$ cat config.mk
export PLATFORM = sky130hd
export DESIGN_NAME = irq_collector
export DESIGN_NICKNAME = d
export VERILOG_FILES = /design/src/rtl/icol_pkg.sv /design/src/rtl/icol_src_bank.sv /design/src/rtl/icol_arbiter.sv /design/src/rtl/icol_level_gate.sv /design/src/rtl/irq_collector.sv
export SDC_FILE = /design/constraint.sdc
export NUM_CORES = 2
export LEC_CHECK = 0
export ABC_AREA = 1
export BUFFER_PORTS_ARGS = -buffer_cell sky130_fd_sc_hd__clkbuf_2
export CORE_UTILIZATION = 60
export CTS_BUF_LIST = sky130_fd_sc_hd__clkbuf_4 sky130_fd_sc_hd__clkbuf_8
export DETAILED_ROUTE_END_ITERATION = 8
export GPL_TIMING_DRIVEN = 0
export PLACE_DENSITY = 0.78
export SKIP_LAST_GASP = 1
export SLEW_MARGIN = 5
export SYNTH_ARGS = -nofsm -noshare
export SYNTH_HDL_FRONTEND = slang
export SYNTH_SLANG_ARGS = --single-unit
$ cat constraint.sdc
create_clock -name clk_i -period 300.7 [get_ports clk_i]
set_clock_uncertainty 0.05 [all_clocks]
set_input_delay 30.07 -clock clk_i [delete_from_list [all_inputs] [get_ports clk_i]]
set_output_delay 30.07 -clock clk_i [all_outputs]
set_load 0.03 [all_outputs]
$ cat src/rtl/icol_pkg.sv
package icol_pkg;

   typedef enum logic [1:0] {
      ALIAS_WR  = 2'b00,
      ALIAS_SET = 2'b01,
      ALIAS_CLR = 2'b10,
      ALIAS_TOG = 2'b11
   } alias_e;

   localparam logic [7:0] SLOT_VEC  = 8'h00;
   localparam logic [7:0] SLOT_ACK  = 8'h01;
   localparam logic [7:0] SLOT_CTRL = 8'h02;
   localparam logic [7:0] SLOT_STAT = 8'h07;
   localparam logic [7:0] SLOT_SRC0 = 8'h12;

   localparam int EN_BIT = 2;

   function automatic logic [31:0] alias_apply(input alias_e op,
                                               input logic [31:0] cur,
                                               input logic [31:0] wd);
      logic [31:0] res;
      case (op)
         ALIAS_WR:  res = wd;
         ALIAS_SET: res = cur | wd;
         ALIAS_CLR: res = cur & ~wd;
         default:   res = cur ^ wd;
      endcase
      return res;
   endfunction

endpackage

$ cat src/rtl/icol_src_bank.sv
module icol_src_bank
   import icol_pkg::*;
#(
   parameter int NUM_SRC = 128,
   parameter int LVL_W   = 2,
   parameter int SLOT_W  = 8
) (
   input  logic                     clk_i,
   input  logic                     rst_ni,
   input  logic                     wr_i,
   input  alias_e                   op_i,
   input  logic [SLOT_W-1:0]        idx_i,
   input  logic [31:0]              wdata_i,
   input  logic [SLOT_W-1:0]        rd_idx_i,
   output logic [31:0]              rd_word_o,
   output logic [NUM_SRC-1:0]       en_o,
   output logic [NUM_SRC*LVL_W-1:0] lvl_o
);

   if (LVL_W > EN_BIT) begin : g_bad_lvl
      $error("icol_src_bank: level field overlaps the enable bit");
   end

   logic [31:0] word [NUM_SRC];

   for (genvar g = 0; g < NUM_SRC; g++) begin : g_src
      logic             en_q;
      logic [LVL_W-1:0] lvl_q;
      logic [31:0]      nxt;

      always_comb begin
         word[g]              = '0;
         word[g][EN_BIT]      = en_q;
         word[g][LVL_W-1:0]   = lvl_q;
         nxt                  = alias_apply(op_i, word[g], wdata_i);
      end

      always_ff @(posedge clk_i or negedge rst_ni) begin
         if (!rst_ni) begin
            en_q  <= 1'b0;
            lvl_q <= '0;
         end else if (wr_i && (idx_i == SLOT_W'(g))) begin
            en_q  <= nxt[EN_BIT];
            lvl_q <= nxt[LVL_W-1:0];
         end
      end

      assign en_o[g]                    = en_q;
      assign lvl_o[g*LVL_W +: LVL_W]    = lvl_q;
   end

   always_comb begin
      rd_word_o = '0;
      for (int i = 0; i < NUM_SRC; i++) begin
         if (rd_idx_i == SLOT_W'(i)) rd_word_o = word[i];
      end
   end

endmodule

$ cat src/rtl/icol_arbiter.sv
module icol_arbiter #(
   parameter int NUM_SRC = 128,
   parameter int LVL_W   = 2,
   localparam int IDX_W  = (NUM_SRC > 1) ? $clog2(NUM_SRC) : 1
) (
   input  logic                     clk_i,
   input  logic                     rst_ni,
   input  logic [NUM_SRC-1:0]       cand_i,
   input  logic [NUM_SRC*LVL_W-1:0] lvl_i,
   output logic                     found_o,
   output logic [IDX_W-1:0]         win_idx_o,
   output logic [LVL_W-1:0]         win_lvl_o
);

   // Scan from the top line down; ">=" lets a lower number take a tie.
   always_comb begin
      found_o   = 1'b0;
      win_idx_o = '0;
      win_lvl_o = '0;
      for (int i = NUM_SRC - 1; i >= 0; i--) begin
         if (cand_i[i] && (!found_o || lvl_i[i*LVL_W +: LVL_W] >= win_lvl_o)) begin
            found_o   = 1'b1;
            win_idx_o = IDX_W'(i);
            win_lvl_o = lvl_i[i*LVL_W +: LVL_W];
         end
      end
   end

   AST_WIN_IS_CANDIDATE: assert property (@(posedge clk_i) disable iff (!rst_ni)
      found_o |-> cand_i[win_idx_o]);

   AST_NONE_WITHOUT_CANDIDATE: assert property (@(posedge clk_i) disable iff (!rst_ni)
      !found_o |-> (cand_i == '0));

endmodule

$ cat src/rtl/icol_level_gate.sv
module icol_level_gate #(
   parameter int NUM_LVL = 4,
   localparam int LVL_W  = $clog2(NUM_LVL)
) (
   input  logic               clk_i,
   input  logic               rst_ni,
   input  logic               glb_en_i,
   input  logic               found_i,
   input  logic [LVL_W-1:0]   win_lvl_i,
   input  logic               claim_i,
   input  logic [NUM_LVL-1:0] ack_i,
   output logic               req_o,
   output logic [NUM_LVL-1:0] svc_o
);

   logic [NUM_LVL-1:0] svc_q;
   logic [NUM_LVL-1:0] claim_mask;

   always_comb begin
      claim_mask = '0;
      if (claim_i) claim_mask[win_lvl_i] = 1'b1;
   end

   always_ff @(posedge clk_i or negedge rst_ni) begin
      if (!rst_ni) svc_q <= '0;
      else         svc_q <= (svc_q & ~ack_i) | claim_mask;
   end

   // Any in-service level at or above the candidate's level blocks it.
   assign req_o = glb_en_i & found_i & ~|(svc_q >> win_lvl_i);
   assign svc_o = svc_q;

   AST_CLAIM_MARKS_LEVEL: assert property (@(posedge clk_i) disable iff (!rst_ni)
      claim_i |=> svc_q[$past(win_lvl_i)]);

   AST_ACK_RELEASES_L0: assert property (@(posedge clk_i) disable iff (!rst_ni)
      (ack_i[0] && !(claim_i && win_lvl_i == '0)) |=> !svc_q[0]);

   AST_REQ_ONLY_WITH_WINNER: assert property (@(posedge clk_i) disable iff (!rst_ni)
      req_o |-> found_i);

endmodule

$ cat src/rtl/irq_collector.sv
module irq_collector
   import icol_pkg::*;
#(
   parameter int          NUM_SRC     = 128,
   parameter int          NUM_LVL     = 4,
   parameter int          ADDR_W      = 12,
   parameter int          SYNC_STAGES = 1,
   parameter logic [31:0] IDLE_CODE   = 32'h7F
) (
   input  logic               clk_i,
   input  logic               rst_ni,
   input  logic [NUM_SRC-1:0] src_i,
   input  logic               bus_rd_i,
   input  logic               bus_wr_i,
   input  logic [ADDR_W-1:0]  bus_addr_i,
   input  logic [31:0]        bus_wdata_i,
   output logic [31:0]        bus_rdata_o,
   output logic               irq_o
);

   localparam int LVL_W  = $clog2(NUM_LVL);
   localparam int SLOT_W = ADDR_W - 4;
   localparam int IDX_W  = (NUM_SRC > 1) ? $clog2(NUM_SRC) : 1;
   localparam int MAP_END = 16 * (int'(SLOT_SRC0) + NUM_SRC);

   if (NUM_SRC < 2 || NUM_SRC > 128) begin : g_bad_src
      $error("irq_collector: NUM_SRC must be within 2..128");
   end
   if (NUM_LVL != 2 && NUM_LVL != 4) begin : g_bad_lvl
      $error("irq_collector: NUM_LVL must be 2 or 4");
   end
   if (MAP_END > (1 << ADDR_W)) begin : g_bad_addr
      $error("irq_collector: ADDR_W too small for the line slots");
   end
   if (SYNC_STAGES < 1 || SYNC_STAGES > 2) begin : g_bad_sync
      $error("irq_collector: SYNC_STAGES must be 1 or 2");
   end

   // ---------------- input sampling ----------------
   logic [NUM_SRC-1:0] src_q;

   if (SYNC_STAGES == 1) begin : g_sync1
      always_ff @(posedge clk_i or negedge rst_ni) begin
         if (!rst_ni) src_q <= '0;
         else         src_q <= src_i;
      end
   end else begin : g_sync2
      logic [NUM_SRC-1:0] meta_q;
      always_ff @(posedge clk_i or negedge rst_ni) begin
         if (!rst_ni) begin
            meta_q <= '0;
            src_q  <= '0;
         end else begin
            meta_q <= src_i;
            src_q  <= meta_q;
         end
      end
   end

   // ---------------- address decode ----------------
   logic [SLOT_W-1:0] slot;
   alias_e            op;
   logic              aligned;
   logic              in_src;
   logic [SLOT_W-1:0] src_idx;

   assign slot    = bus_addr_i[ADDR_W-1:4];
   assign op      = alias_e'(bus_addr_i[3:2]);
   assign aligned = (bus_addr_i[1:0] == 2'b00);
   assign src_idx = slot - SLOT_W'(SLOT_SRC0);
   assign in_src  = (slot >= SLOT_W'(SLOT_SRC0)) &&
                    (slot <  SLOT_W'(int'(SLOT_SRC0) + NUM_SRC));

   logic wr_ok, rd_ok;
   assign wr_ok = bus_wr_i && aligned;
   assign rd_ok = bus_rd_i && aligned;

   // ---------------- plain words ----------------
   logic [31:0] vec_q;
   logic        glb_en_q;
   logic [31:0] ctrl_word;
   logic [31:0] ctrl_nxt;

   assign ctrl_word = {31'b0, glb_en_q};
   assign ctrl_nxt  = alias_apply(op, ctrl_word, bus_wdata_i);

   always_ff @(posedge clk_i or negedge rst_ni) begin
      if (!rst_ni) begin
         vec_q    <= '0;
         glb_en_q <= 1'b0;
      end else begin
         if (wr_ok && slot == SLOT_W'(SLOT_VEC))
            vec_q <= alias_apply(op, vec_q, bus_wdata_i);
         if (wr_ok && slot == SLOT_W'(SLOT_CTRL))
            glb_en_q <= ctrl_nxt[0];
      end
   end

   // ---------------- per-line controls ----------------
   logic [NUM_SRC-1:0]       en;
   logic [NUM_SRC*LVL_W-1:0] lvl;
   logic [31:0]              src_word;

   icol_src_bank #(
      .NUM_SRC (NUM_SRC),
      .LVL_W   (LVL_W),
      .SLOT_W  (SLOT_W)
   ) u_bank (
      .clk_i     (clk_i),
      .rst_ni    (rst_ni),
      .wr_i      (wr_ok && in_src),
      .op_i      (op),
      .idx_i     (src_idx),
      .wdata_i   (bus_wdata_i),
      .rd_idx_i  (src_idx),
      .rd_word_o (src_word),
      .en_o      (en),
      .lvl_o     (lvl)
   );

   // ---------------- arbitration and level gating ----------------
   logic             found;
   logic [IDX_W-1:0] win_idx;
   logic [LVL_W-1:0] win_lvl;

   icol_arbiter #(
      .NUM_SRC (NUM_SRC),
      .LVL_W   (LVL_W)
   ) u_arb (
      .clk_i     (clk_i),
      .rst_ni    (rst_ni),
      .cand_i    (src_q & en),
      .lvl_i     (lvl),
      .found_o   (found),
      .win_idx_o (win_idx),
      .win_lvl_o (win_lvl)
   );

   logic               claim;
   logic [NUM_LVL-1:0] ack;
   logic [NUM_LVL-1:0] svc;

   assign claim = rd_ok && (slot == SLOT_W'(SLOT_STAT)) && irq_o;
   assign ack   = (wr_ok && slot == SLOT_W'(SLOT_ACK)) ? bus_wdata_i[NUM_LVL-1:0] : '0;

   icol_level_gate #(
      .NUM_LVL (NUM_LVL)
   ) u_gate (
      .clk_i     (clk_i),
      .rst_ni    (rst_ni),
      .glb_en_i  (glb_en_q),
      .found_i   (found),
      .win_lvl_i (win_lvl),
      .claim_i   (claim),
      .ack_i     (ack),
      .req_o     (irq_o),
      .svc_o     (svc)
   );

   // ---------------- read path ----------------
   logic [31:0] rd_mux;

   always_comb begin
      rd_mux = '0;
      if (in_src) begin
         rd_mux = src_word;
      end else begin
         case (slot)
            SLOT_W'(SLOT_VEC):  rd_mux = vec_q;
            SLOT_W'(SLOT_ACK):  rd_mux = 32'(svc);
            SLOT_W'(SLOT_CTRL): rd_mux = ctrl_word;
            SLOT_W'(SLOT_STAT): rd_mux = irq_o ? 32'(win_idx) : IDLE_CODE;
            default:            rd_mux = '0;
         endcase
      end
   end

   always_ff @(posedge clk_i or negedge rst_ni) begin
      if (!rst_ni)    bus_rdata_o <= '0;
      else if (rd_ok) bus_rdata_o <= rd_mux;
   end

   AST_GLOBAL_OFF_QUIET: assert property (@(posedge clk_i) disable iff (!rst_ni)
      !glb_en_q |-> !irq_o);

   AST_STATUS_IDLE: assert property (@(posedge clk_i) disable iff (!rst_ni)
      (rd_ok && slot == SLOT_W'(SLOT_STAT) && !irq_o) |=> (bus_rdata_o == IDLE_CODE));

   AST_DISABLED_NEVER_WINS: assert property (@(posedge clk_i) disable iff (!rst_ni)
      irq_o |-> en[win_idx]);

endmodule

==> summary.txt <==
Clocking
  • Num CTS Buffers: 110
  • Hold_buf cts: 0
  • Post-CTS setup buffer count: 0
  • H-tree depth: 3
  • Post-CTS sizing: 0
  • Clock Path Buffers: 3
  • CTS clock-pin slew for the worst setup and hold paths: 0.06 ns
  • TritonCTS Sinks: 581
  • Clk_lat worst skew: 0.83 ns
  • Root buf cell: clkbuf_8
  • CTS tree: done

Synthesis
  • Synth async-reset ratio: 100.0%
  • Net count after synthesis: 8462
  • Cell count after synthesis: 7317
  • Top cell type's share of synthesized area: 26.77%
  • Top-count cell post-synth: nand2_1
  • Cell variety after synth: 56
  • Register bit total from synthesis: 581
  • Synthesized area: 54320 µm²
  • Top_reg_cell synth: dfrtp_1
  • Number of flops mapped to enable cells by yosys: 0
  • Sequential share of the synthesized area: 26.77%
  • Synth Area per Inst: 7.424 µm²
  • Top area cells in the synthesized netlist: dfrtp_1, ha_1, o21ai_0
  • Commonest cells in the synthesized netlist: nand2_1, inv_1, o21ai_0
  • Yosys warns: 0
  • Area leader, netlist: dfrtp_1

Timing
  • Slew Limit Headroom: 0.1216%
  • FMAX: 6.521 MHz
  • Worst-Margin Slew: 1.498 ns
  • Worst hold slack: 0.4389 ns
  • Slew Limit Fails: 0
  • Final min period: 153.35 ns
  • Final setup fails: 0
  • Final hold viol count: 0
  • Final worst slack: 147.35 ns
  • RSZ-0062 raised after global routing: false
  • Setup TNS: 0 ns
  • Final worst path period share: 51.00%

Critical path
  • Worst-path maximum fanout: 8
  • Worst EP required: 270.58 ns
  • Slowest stage delay, CP: 0.45 ns
  • CP Class: reg -> out
  • CP endpoint kind: output pin
  • Crit path DAT: 123.23 ns
  • Top cell by count, worst path: nand2_2
  • CP max stage cell: or3b_2
  • Startpoint Class: flop

Die
  • Initial Utilization: 60.99%
  • I/O pin cnt: 209
  • Die area: 91740 µm²
  • Die X: 302.9 µm
  • Std-Cell Rows: 109
  • Die Ht: 302.9 µm
  • CORE AREA: 89060 µm²

Place
  • Post-Place Cells: 8703
  • Port Buffers: 208
  • HPWL after detailed placement: 137100 µm
  • Pre-CTS WS: 150.47 ns
  • GPL Wtd Cong: 0.9734

Route
  • DRT Wirelength: 187000 µm
  • Vias after detailed routing: 54.25k
  • DRT iter0 DRCs: 5398
  • # DRC: 1
  • WL/cell: 20.98 µm
  • Vias per inst: 6.085
  • Antenna Nets Post-Route: 0
  • Pre-Repair DR Iteration Count: 9

Finish
  • Fill cell count: 7786
  • Share of cells above drive strength 1: 10.25%
  • Final-stage net count: 8796
  • Layout Utilization: 67.17%
  • Cell Count, Final, Fillers Out: 8915
  • Area grow syn2layout: 10.12%

Global routing
  • First-pass GRT wire length: 287300 µm
  • GRT busiest layer: met2
  • Vias in the first global route: 51.64k
  • Antenna violations before repair: 11
  • Met1 usage: 50.61%
  • Gr usage total: 40.22%
  • Global route overflow: 0
  • Met3 Track Usage GR: 9.624%
  • Met2 Use GR: 62.99%
  • Largest net degree at the start of global routing: 111

Hold path
  • Hold crit path type: reg -> reg

Power
  • Peak VDD IR: 0.003302 mV
  • Leak Pwr: 30.14 nW
  • Cell Pwr Density: 3.705 nW/µm²

Flow run
  • Max-cap violation count: 2

Outcome
  • Status: finished, violations left
  • Failing checks: DRC, capacitance limit
where the power goes:
part,internal [mW],switching [mW],total (mW)
Combinational,0.0135,0.0330,0.0465
Sequential,0.0805,0.00193,0.0824
Clock,0.0528,0.0399,0.0927
worst max-delay path: cells and delay by family (launching register included):
| family | cells | cell delay [ns] |
|---|---|---|
| AOI/OAI and AO/OA | 225 | 30.31 |
| adders and majority gates | 114 | 32.87 |
| buffers and inverters | 96 | 6.44 |
| DFF | 1 | 0.43 |
| and+or+nand+nor | 426 | 40.03 |
state kept, by name, indices dropped and copies added (netlist names):
register and cells:
u_bank.g_src.lvl_q 256, src_q 128, u_bank.g_src.en_q 128, bus_rdata_o 32
vec_q 32, u_gate.svc_o 4, glb_en_q 1
cell families after synthesis:
logic type                 after synthesis  synth area share, %
DFF                                    581                26.77
muxes                                    5              0.09214
xor gates and xnor gates                 4              0.06451
adders and majority gates              969                22.32
and+or+nand+nor                       2620                21.05
AOI/OAI and AO/OA                     1831                20.46
buffers and inverters                 1307                9.244
final cells by class:
cell class              count  area (µm²)  share of cell area, %
inverters                1094        4234                  7.078
flip-flops and latches    581       14540                  24.31
plain buffers             213       812.0                  1.358
repair buffers            222        1410                  2.357
diodes                      6       15.01                0.02510
clock inverters            28       307.8                 0.5146
clock buffers             177        2267                  3.790
well taps                1165        1458                  2.437
multi-input cells        5429       34770                  58.13
worst paths after layout:
path	from	end	slack [ns]	cells after the start
setup / recovery	u_bank.g_src[127].en_q$_DFFE_PN0P_	irq_o	147.35	861
hold / removal	bus_rdata_o[17]$_DFFE_PN0P_	bus_rdata_o[17]$_DFFE_PN0P_	0.44	2
setup reg to reg	u_bank.g_src[127].en_q$_DFFE_PN0P_	bus_rdata_o[6]$_DFFE_PN0P_	178.04	961
hold reg to reg	bus_rdata_o[17]$_DFFE_PN0P_	bus_rdata_o[17]$_DFFE_PN0P_	0.44	2
max in group asynchronous	rst_ni	u_bank.g_src[30].en_q$_DFFE_PN0P_	269.88	3
min in group asynchronous	rst_ni	u_bank.g_src[114].lvl_q[1]$_DFFE_PN0P_	29.23	1
cells in the final DEF, fill, tap and decap left out, types with 151 or more instances in the layout:
cell type and instances:
ha_1 969, nand3_1 363, dfrtp_1 581, clkbuf_2 209
a21oi_1 173, clkbuf_8 151, clkbuf_1 206, nor2_1 574
o21ai_0 1049, nand2_1 1231, inv_1 1054, nand2_2 308
o221ai_1 341
per-layer routing:
layer / part of all wire (%) / vias to the layer above
li1: - / 25570
met1: 40 / 25600
met2: 44 / 2494
met3: 10 / 576
met4: 6.1 / 10
met5: 0.041 / -
per-stage QoR:
stage / total power, mW / area, µm²
floorplan: 0.1111 / 54320
finish: 0.2216 / 59820
global placement: 0.1269 / 56820
detailed placement: 0.1286 / 57200
CTS: 0.2204 / 59770
global route: 0.2298 / 59810
No activity file was read; power rests on OpenSTA's default activity.
